===== config.mk =====
export PLATFORM = sky130hd
export DESIGN_NAME = nv_unlock_detector
export DESIGN_NICKNAME = d
export VERILOG_FILES = /design/src/rtl/nvu_pkg.sv /design/src/rtl/nvu_bus_sampler.sv /design/src/rtl/nvu_xfer_timer.sv /design/src/rtl/nvu_seq_fsm.sv /design/src/rtl/nv_unlock_detector.sv
export SDC_FILE = /design/constraint.sdc
export NUM_CORES = 1
export LEC_CHECK = 0
export ABC_CLOCK_PERIOD_IN_PS = 2400
export BUFFER_PORTS_ARGS = -buffer_cell sky130_fd_sc_hd__clkbuf_2
export CAP_MARGIN = 20
export CORE_AREA = 2 2 78 72
export CTS_CLUSTER_SIZE = 30
export DETAILED_ROUTE_END_ITERATION = 8
export DIE_AREA = 0 0 80 74
export PLACE_DENSITY = 0.79
export REMOVE_ABC_BUFFERS = 1
export SYNTH_ARGS = -nofsm -noshare
export SYNTH_HDL_FRONTEND = slang
export SYNTH_SLANG_ARGS = --single-unit

===== constraint.sdc =====
create_clock -name clk -period 2.4 [get_ports clk]
set_input_delay 0.12 -clock clk [delete_from_list [all_inputs] [get_ports clk]]
set_output_delay 0.12 -clock clk [all_outputs]
set_load 0.02 [all_outputs]

===== src/rtl/nvu_pkg.sv =====
package nvu_pkg;

    localparam int ADDR_W = 13;

    typedef enum logic [2:0] {
        ST_IDLE  = 3'd0,
        ST_HAVE1 = 3'd1,
        ST_HAVE2 = 3'd2,
        ST_HAVE3 = 3'd3,
        ST_HAVE4 = 3'd4,
        ST_HAVE5 = 3'd5,
        ST_XFER  = 3'd6
    } seq_state_t;

    localparam logic [ADDR_W-1:0] STORE_KEY  = 13'h0F0F;
    localparam logic [ADDR_W-1:0] RECALL_KEY = 13'h0C63;

    // Address expected in state ST_IDLE + idx.
    function automatic logic [ADDR_W-1:0] key_addr(input int unsigned idx);
        logic [ADDR_W-1:0] a;
        case (idx)
            0:       a = 13'h0000;
            1:       a = 13'h1555;
            2:       a = 13'h0AAA;
            3:       a = 13'h1FFF;
            default: a = 13'h10F0;
        endcase
        return a;
    endfunction

endpackage


===== src/rtl/nvu_bus_sampler.sv =====
module nvu_bus_sampler #(
    parameter int ADDR_W      = 13,
    parameter int SYNC_STAGES = 2
) (
    input  logic              clk,
    input  logic              rst_n,
    input  logic              ce_n,
    input  logic              we_n,
    input  logic [ADDR_W-1:0] addr,
    output logic              ev_valid,
    output logic              ev_wr,
    output logic [ADDR_W-1:0] ev_addr
);
    localparam int LAST = SYNC_STAGES - 1;

    logic              ce_q   [SYNC_STAGES];
    logic              we_q   [SYNC_STAGES];
    logic [ADDR_W-1:0] addr_q [SYNC_STAGES];
    logic              ce_prev;
    logic              ce_fall;

    always_ff @(posedge clk or negedge rst_n) begin
        if (!rst_n) begin
            ce_q[0]   <= 1'b1;
            we_q[0]   <= 1'b1;
            addr_q[0] <= '0;
        end else begin
            ce_q[0]   <= ce_n;
            we_q[0]   <= we_n;
            addr_q[0] <= addr;
        end
    end

    for (genvar s = 1; s < SYNC_STAGES; s++) begin : g_sync
        always_ff @(posedge clk or negedge rst_n) begin
            if (!rst_n) begin
                ce_q[s]   <= 1'b1;
                we_q[s]   <= 1'b1;
                addr_q[s] <= '0;
            end else begin
                ce_q[s]   <= ce_q[s-1];
                we_q[s]   <= we_q[s-1];
                addr_q[s] <= addr_q[s-1];
            end
        end
    end

    assign ce_fall = ce_prev & ~ce_q[LAST];

    always_ff @(posedge clk or negedge rst_n) begin
        if (!rst_n) begin
            ce_prev  <= 1'b1;
            ev_valid <= 1'b0;
            ev_wr    <= 1'b0;
            ev_addr  <= '0;
        end else begin
            ce_prev  <= ce_q[LAST];
            ev_valid <= ce_fall;
            if (ce_fall) begin
                ev_wr   <= ~we_q[LAST];
                ev_addr <= addr_q[LAST];
            end
        end
    end

    AST_EVENT_SINGLE: assert property (@(posedge clk) disable iff (!rst_n)
        ev_valid |=> !ev_valid);

endmodule


===== src/rtl/nvu_xfer_timer.sv =====
module nvu_xfer_timer #(
    parameter int CNT_W = 8
) (
    input  logic             clk,
    input  logic             rst_n,
    input  logic             load,
    input  logic [CNT_W-1:0] load_val,
    output logic             zero
);
    logic [CNT_W-1:0] cnt;

    always_ff @(posedge clk or negedge rst_n) begin
        if (!rst_n)          cnt <= '0;
        else if (load)       cnt <= load_val;
        else if (cnt != '0)  cnt <= cnt - 1'b1;
    end

    assign zero = (cnt == '0);

    AST_COUNT_DOWN: assert property (@(posedge clk) disable iff (!rst_n)
        (!load && cnt != '0) |=> (cnt == $past(cnt) - 1'b1));

endmodule


===== src/rtl/nvu_seq_fsm.sv =====
module nvu_seq_fsm
    import nvu_pkg::*;
#(
    parameter int STORE_CYCLES  = 2000,
    parameter int RECALL_CYCLES = 2000,
    parameter int CNT_W         = 11
) (
    input  logic              clk,
    input  logic              rst_n,
    input  logic              ev_valid,
    input  logic              ev_wr,
    input  logic [ADDR_W-1:0] ev_addr,
    input  logic              tmr_zero,
    output logic              tmr_load,
    output logic [CNT_W-1:0]  tmr_val,
    output logic              store_start,
    output logic              recall_start,
    output logic              busy
);
    seq_state_t state, nxt;
    logic       trig_st, trig_rc;

    // State register
    always_ff @(posedge clk or negedge rst_n) begin
        if (!rst_n) state <= ST_IDLE;
        else        state <= nxt;
    end

    // Next state
    always_comb begin
        nxt     = state;
        trig_st = 1'b0;
        trig_rc = 1'b0;
        unique case (state)
            ST_XFER: begin
                if (tmr_zero) nxt = ST_IDLE;                 // finish
            end
            ST_HAVE5: begin
                if (ev_valid) begin
                    if (ev_wr)                          nxt = ST_IDLE;
                    else if (ev_addr == STORE_KEY)  begin nxt = ST_XFER; trig_st = 1'b1; end
                    else if (ev_addr == RECALL_KEY) begin nxt = ST_XFER; trig_rc = 1'b1; end
                    else if (ev_addr == key_addr(0))    nxt = ST_HAVE1;
                    else                                nxt = ST_IDLE;
                end
            end
            default: begin
                if (ev_valid) begin
                    if (ev_wr)                                       nxt = ST_IDLE;
                    else if (ev_addr == key_addr(int'(state)))       nxt = seq_state_t'(state + 3'd1);
                    else if (ev_addr == key_addr(0))                 nxt = ST_HAVE1;
                    else                                             nxt = ST_IDLE;
                end
            end
        endcase
    end

    assign tmr_load = trig_st | trig_rc;
    assign tmr_val  = trig_st ? CNT_W'(STORE_CYCLES - 1) : CNT_W'(RECALL_CYCLES - 1);
    assign busy     = (state == ST_XFER);

    // Outputs
    always_ff @(posedge clk or negedge rst_n) begin
        if (!rst_n) begin
            store_start  <= 1'b0;
            recall_start <= 1'b0;
        end else begin
            store_start  <= trig_st;
            recall_start <= trig_rc;
        end
    end

    AST_STORE_ONE_SHOT:  assert property (@(posedge clk) disable iff (!rst_n)
        store_start |=> !store_start);
    AST_RECALL_ONE_SHOT: assert property (@(posedge clk) disable iff (!rst_n)
        recall_start |=> !recall_start);
    AST_START_EXCL:      assert property (@(posedge clk) disable iff (!rst_n)
        !(store_start && recall_start));
    AST_START_BUSY:      assert property (@(posedge clk) disable iff (!rst_n)
        (store_start || recall_start) |-> busy);
    AST_BUSY_ENTRY:      assert property (@(posedge clk) disable iff (!rst_n)
        $rose(busy) |-> (store_start || recall_start));
    AST_IGNORE_BUSY:     assert property (@(posedge clk) disable iff (!rst_n)
        (busy && $past(busy)) |-> (!store_start && !recall_start));

endmodule


===== src/rtl/nv_unlock_detector.sv =====
module nv_unlock_detector
    import nvu_pkg::*;
#(
    parameter int STORE_CYCLES  = 2000,
    parameter int RECALL_CYCLES = 2000,
    parameter int SYNC_STAGES   = 2
) (
    input  logic              clk,
    input  logic              rst_n,
    input  logic              ce_n,
    input  logic              we_n,
    input  logic [ADDR_W-1:0] addr,
    output logic              store_start,
    output logic              recall_start,
    output logic              busy
);
    localparam int MAX_CYC = (STORE_CYCLES > RECALL_CYCLES) ? STORE_CYCLES : RECALL_CYCLES;
    localparam int CNT_W   = $clog2(MAX_CYC + 1);

    logic              ev_valid, ev_wr, tmr_zero, tmr_load;
    logic [ADDR_W-1:0] ev_addr;
    logic [CNT_W-1:0]  tmr_val;

    nvu_bus_sampler #(.ADDR_W(ADDR_W), .SYNC_STAGES(SYNC_STAGES)) u_sampler (
        .clk(clk), .rst_n(rst_n), .ce_n(ce_n), .we_n(we_n), .addr(addr),
        .ev_valid(ev_valid), .ev_wr(ev_wr), .ev_addr(ev_addr)
    );

    nvu_seq_fsm #(.STORE_CYCLES(STORE_CYCLES), .RECALL_CYCLES(RECALL_CYCLES), .CNT_W(CNT_W)) u_fsm (
        .clk(clk), .rst_n(rst_n), .ev_valid(ev_valid), .ev_wr(ev_wr), .ev_addr(ev_addr),
        .tmr_zero(tmr_zero), .tmr_load(tmr_load), .tmr_val(tmr_val),
        .store_start(store_start), .recall_start(recall_start), .busy(busy)
    );

    nvu_xfer_timer #(.CNT_W(CNT_W)) u_timer (
        .clk(clk), .rst_n(rst_n), .load(tmr_load), .load_val(tmr_val), .zero(tmr_zero)
    );

endmodule


==> reports/results.ini, run 1 <==
[status]
status = finished, final reports clean

[grt]
grt_pass1_wl_um = 7380
grtUsageTotal_pct = 16.8
gr-total-overflow = 0
antenna_found_initial = 0
grt_pass1_vias = 1665
grt_max_degree = 63

[worst_setup_path]
cp.required_ns = 2.59
start_kind = flip-flop
cp_max_fo = 4
cp.arrival_ns = 2.26
end_kind = flip-flop
cp-startpoint = u_fsm.state[0]$_DFFE_PN0P_
r2r_start = u_fsm.state[0]$_DFFE_PN0P_
critPathKind = flip-flop to flip-flop

[timing]
rsz0062_at_grt = false
fin_tns_setup_ns = 0
hold_violations = 0
worst_pin_slew_ns = 0.726
fmax_ghz = 0.483
fin_crit_ns = 2.07
setup_viol = 0
fin_skew_ns = 0.00762
finalCritPeriodShare_pct = 86.3
final_max_slew_viol_count = 0
whs_ns = 0.349
relSlewSlack_pct = 51.6

[drt]
drc = 0
drtIter0Drc = 32
wire_per_inst_um = 13.6
num_vias = 1592
routed_via_density = 5.15
firstDrtPassIters = 4
postRouteAntennaNets = 0
drt-total-wl_um = 4190

[final_layout]
num-nets-final = 260
layout-drive-gt1-share_pct = 26.0
syn_to_final_growth_pct = 21.3
antennaDiodeCount = 0
fin_cells = 309

[clock_network]
cts_buffer_depth = 2
clk_latency_ns = 0.33
cts_tree = yes
cts.sinks = 62
h-tree-depth = 3
path_clk_slew_ns = 0.06
numCtsBuffers = 9
root_buffer = clkbuf_8

[power_and_ir_drop]
p_per_area_nw_per_um2 = 961
comb_power_share_pct = 22.3
leakagePower_nw = 1.32
p_int_mw = 2.01
p_sw_share_pct = 30.8
p_switching_mw = 0.894
clockPowerShare_pct = 29.7
finalPower_mw = 2.90
p_seq_share_pct = 48.0
ir_drop_mv = 0.577

[placement]
hpwl_um = 2770
gp_congestion = 0.873
io_buffers = 19
placed_cells = 277

[die]
die_h_um = 74
fp.dieW_um = 80
die_area_um2 = 5920
fp-row-count = 25
start_util_pct = 48.5
num_io_pins = 20
core_area_um2 = 5130

[logic_synthesis]
ys_warn_count = 0
synthTopCellsByArea = dfrtp_1, mux2_2, dfstp_2
ys_ff_latch = 62
ys_async_sr_fraction_pct = 100
syn_area_um2 = 2490
synth_enable_flop_cells = 0
syn_inst = 192
synth.avg_cell_area_um2 = 13.0
synth_cell_types = 43
synth_top_area_share_pct = 57.3
synth_ff_type = dfrtp_1
synth-seq-area-share_pct = 62.6
synth_top_cell_by_area = dfrtp_1

[min_path]
min_path_type = flip-flop to flip-flop
hp-start = u_sampler.addr_q[14]$_DFF_PN0_

[flow_run]
maxCapViolations = 0

[Yosys cell counts (all sizes together), types with 3 or more instances]
master,instances
and2,5
or3,3
nor2,12
ha,6
nor4,6
mux2i,3
nand2,14
nand4,6
a21oi,4
xor2,3
dfrtp,57
inv,7
xnor2,3
dfstp,5
nand3,10
nor2b,3
nor3,6
mux2,13
[layout make-up]
type | count | area (um^2)
Clock buffer | 10 | 128
Clock inverter | 6 | 62.6
Fill cell | 397 | 2110
Inverter | 7 | 26.3
Multi-Input combinational cell | 120 | 891
Sequential cell | 62 | 1560
Tap cell | 67 | 83.8
Timing Repair Buffer | 37 | 270
[metrics by stage]
step / instance area, um^2 / util (%) / setup slack (ns)
2_1_floorplan: 2470 / - / 0.560
3_3_place_gp: 2670 / 52.0 / 0.450
3_5_place_dp: 2670 / 52.0 / 0.382
4_1_cts: 3020 / 58.9 / 0.352
5_1_grt: 3020 / 58.9 / 0.161
6_report: 3020 / 58.9 / 0.328
[worst max-delay path: stages, from the launching register on]
cell and delay [ns]:
dfrtp_1 0.41, ha_1 0.22, ha_1 0.20, nor4_1 0.39
mux2i_1 0.19, o311ai_0 0.37, o211ai_1 0.15
[cells in the final DEF, fill, tap and decap left out, types with 2 or more instances in the layout]
cell type       n
nor4_2          2
dfstp_2         5
nor2b_1         3
nor2_1         12
mux2i_1         3
xor2_1          3
buf_4           2
clkinvlp_4      3
inv_1           7
clkbuf_2       19
nand4_1         6
nor3_1          4
ha_1            6
a21oi_1         3
clkinv_2        2
or3_1           3
o21ai_0         2
clkbuf_8        9
o311ai_0        2
xnor2_1         3
a21o_1          2
dlygate4sd3_1  16
nor4_1          4
nand2_1        14
o22a_1          2
nand3_1        10
nand2b_1        2
and2_1          4
dfrtp_1        57
mux2_2         13
[state kept, by name, summed over array words and instances (netlist names)]
| signal | flops |
|---|---|
| u_fsm.recall_start | 1 |
| u_fsm.state | 3 |
| u_fsm.store_start | 1 |
| u_sampler.addr_q | 26 |
| u_sampler.ce_prev | 1 |
| u_sampler.ce_q | 2 |
| u_sampler.ev_addr | 13 |
| u_sampler.ev_valid | 1 |
| u_sampler.ev_wr | 1 |
| u_sampler.we_q | 2 |
| u_timer.cnt | 11 |
[per-layer routing]
layer / share of wire, % / global-route usage [%] / routed length, um
met1: 42 / 19.5 / 1770
met2: 51 / 27.5 / 2140
met3: 4.2 / 6.31 / 177
met4: 2.4 / 8.85 / 100
met5: 0 / 0 / 0
[timing repair]
item,4_1_cts,5_1_grt
gates resized for setup,0,0
endpoints found under the setup margin,0,0
endpoints found under the hold margin,72,0
buffers inserted,0,0
hold buffers,16,0
[worst paths after layout]
kind	slack (ns)	cells past startpoint	end
max reg2reg	0.33	6	u_fsm.state[0]$_DFFE_PN0P_
max in group asynchronous	1.45	3	u_timer.cnt[3]$_DFFE_PN0P_
min	0.35	0	u_sampler.addr_q[1]$_DFF_PN0_
min in group asynchronous	0.47	3	u_sampler.addr_q[21]$_DFF_PN0_
max	0.33	6	u_fsm.state[0]$_DFFE_PN0P_
min reg2reg	0.35	0	u_sampler.addr_q[1]$_DFF_PN0_
[cells by family after synthesis]
group                      count (synthesis)  synth area share, %
AOI/OAI and AO/OA                         17                 5.38
adders and majority gates                  6                 3.02
and+or+nand+nor                           75                 18.2
muxes                                     16                 7.09
buffers and inverters                     10                 1.61
xor gates and xnor gates                   6                 2.11
DFF                                       62                 62.6
[power by group through the flow]
stage	clock network (mW)	registers, mW	logic (mW)
floorplan	0	1.37	0.491
global route	0.933	1.42	0.719
detailed placement	0	1.41	0.622
finish	0.862	1.39	0.646
CTS	0.884	1.39	0.648
global placement	0	1.40	0.593
No activity file was read; power rests on OpenSTA's default activity.
==> run 2, diff against run 1 <==
--- a/config.mk
+++ b/config.mk
@@ -8,12 +8,13 @@
 export ABC_CLOCK_PERIOD_IN_PS = 2400
 export BUFFER_PORTS_ARGS = -buffer_cell sky130_fd_sc_hd__clkbuf_2
 export CAP_MARGIN = 20
-export CORE_AREA = 2 2 78 72
+export CORE_AREA = 2 2 95 60
 export CTS_CLUSTER_SIZE = 30
 export DETAILED_ROUTE_END_ITERATION = 8
-export DIE_AREA = 0 0 80 74
+export DIE_AREA = 0 0 97 62
 export PLACE_DENSITY = 0.79
 export REMOVE_ABC_BUFFERS = 1
+export SLEW_MARGIN = 5
 export SYNTH_ARGS = -nofsm -noshare
 export SYNTH_HDL_FRONTEND = slang
 export SYNTH_SLANG_ARGS = --single-unit
==> run 2 against run 1 <==
First-iteration DRC count increased by 94%. Cell count grew 0.65%. Routed wire length down 0.91%. Combinational power shrank 2%. Sequential share of layout area fell by 0.57 points. Register-to-register slack improved by 0.02 ns. Via count fell by 2.1%. Sequential power about the same. Count of clock-buffer cells in the layout grew 1. Critical path depth up 1. Largest power group unchanged.
==> reports/results.ini, run 2 (synthesis results as in run 1) <==
[min_path]
min_path_type = primary input to async pin

[worst_setup_path]
cp_cell_sequence = inv_1 > ha_1 > inv_1 > or3_1 > nor2_1 > nand3_1 > o311ai_0
end_kind = flip-flop
critPathKind = flip-flop to flip-flop
cp.arrival_ns = 2.24
start_kind = flip-flop
r2r_start = u_fsm.state[1]$_DFFE_PN0P_
cp-startpoint = u_fsm.state[1]$_DFFE_PN0P_
cp.required_ns = 2.60
cp_max_fo = 11
critPathMaxStageDelay_ns = 0.42
critPathSlowestCell = dfrtp_1
cpMostUsedCell = inv_1

[die]
fp.dieW_um = 97
fp-row-count = 21
num_io_pins = 20
die_h_um = 62
start_util_pct = 47.1
core_area_um2 = 5280
die_area_um2 = 6010

[timing]
fin_skew_ns = 0.00498
relSlewSlack_pct = 57.9
setup_viol = 0
final_max_slew_viol_count = 0
fmax_ghz = 0.488
hold_violations = 0
setup_ws_ns = 0.352
fin_crit_ns = 2.05
fin_tns_setup_ns = 0
whs_ns = 0.331
rsz0062_at_grt = false
finalCritPeriodShare_pct = 85.3
worst_pin_slew_ns = 0.631

[clock_network]
clk_latency_ns = 0.34
cts_setup_buffers = 0
cts_buffer_depth = 2
path_clk_slew_ns = 0.06
cts.sinks = 62
cts_hold_buf = 16
cts_resized = 0
cts_tree = yes
root_buffer = clkbuf_8
numCtsBuffers = 9
h-tree-depth = 3

[final_layout]
num-nets-final = 260
mostFrequentLayoutCells = dfrtp_1, clkbuf_2, dlygate4sd3_1
finish.utilization_pct = 57.8
layout-drive-gt1-share_pct = 26.4
final_common_cell = dfrtp_1
reg.largest.list = u_sampler.addr_q x26, u_sampler.ev_addr x13, u_timer.cnt x11
antennaDiodeCount = 0
largest_reg_flops = 26
regMostFlops = u_sampler.addr_q
n_fill_cell = 413
syn_to_final_growth_pct = 22.7

[drt]
firstDrtPassIters = 4
postRouteAntennaNets = 0
drc = 0
routed_via_density = 5.01
wire_per_inst_um = 13.4
wl_met2_um = 1900
num_vias = 1558
top_layer_used = met4
drt-total-wl_um = 4150
drtIter0Drc = 62
met1Wirelength_um = 1960
dr_wl_met3_um = 221

[power_and_ir_drop]
ir_drop_mv = 0.509
p_per_area_nw_per_um2 = 972
leakagePower_nw = 1.33

[grt]
grt_pass1_vias = 1507
antenna_found_initial = 0
grtUsageTotal_pct = 16.0
grt_max_degree = 38
gr-total-overflow = 0
grt_pass1_wl_um = 7000

[placement]
hpwl_um = 2760
io_buffers = 19
pre_cts_ws_ns = 0.355
gp_congestion = 0.788

[flow_run]
maxCapViolations = 0

[status]
status = finished, final reports clean

## run 2: cell count changes in the layout (fill, tap and decap cells not counted)
cell,change
buf_12,+1
buf_4,-1
clkbuf_1,-1
clkbuf_8,+2
clkinv_2,-1
## run 2: path summary, 6_finish.rpt
check                      cells after the start  slack (ns)                       endpoint
max                                            7        0.35     u_timer.cnt[8]$_DFFE_PN0P_
min                                            2        0.33     u_timer.cnt[7]$_DFFE_PN0P_
max reg2reg                                    7        0.35     u_timer.cnt[8]$_DFFE_PN0P_
min reg2reg                                    0        0.35  u_sampler.addr_q[0]$_DFF_PN0_
max in group asynchronous                      3        1.40    u_sampler.we_q[1]$_DFF_PN1_
min in group clk                               0        0.35  u_sampler.addr_q[0]$_DFF_PN0_
## run 2: power breakdown
group / total (mW) / switching (mW) / internal (mW) / leakage (nW)
clock: 0.932 / 0.398 / 0.533 / 0.0976
combinational: 0.635 / 0.311 / 0.324 / 0.501
sequential: 1.40 / 0.190 / 1.21 / 0.734
## run 2: cell type report
class	count	area (um^2)	area share, %
flip-flops and latches	62	1560	51.0
multi-input cells	120	891	29.2
repair buffers	37	283	9.26
clock buffers	11	151	4.96
well taps	69	86.3	2.83
clock inverters	5	57.6	1.89
inverters	7	26.3	0.861
## run 2: layer usage
metal  vias to the layer above  global-route usage, %
li1                        770                      -
met1                       746                   19.8
met2                        35                   24.3
met3                         7                   7.83
met4                         0                   7.24
met5                         -                      0
## run 2: critical path: cells and delay by family (launching register included)
| kind | cells | cell delay, ns |
|---|---|---|
| simple gates | 3 | 0.86 |
| flops | 1 | 0.42 |
| compound gates | 1 | 0.23 |
| fa+ha+maj | 1 | 0.21 |
| buf+inv | 2 | 0.17 |
## run 2: metrics by stage
step	std cells	instance area [um^2]	total power, mW
after floorplan	189	2470	1.86
after global placement	279	2680	2.00
after detailed placement	279	2680	2.03
after CTS	311	3050	2.99
after global routing	311	3050	3.16
final	311	3050	2.97
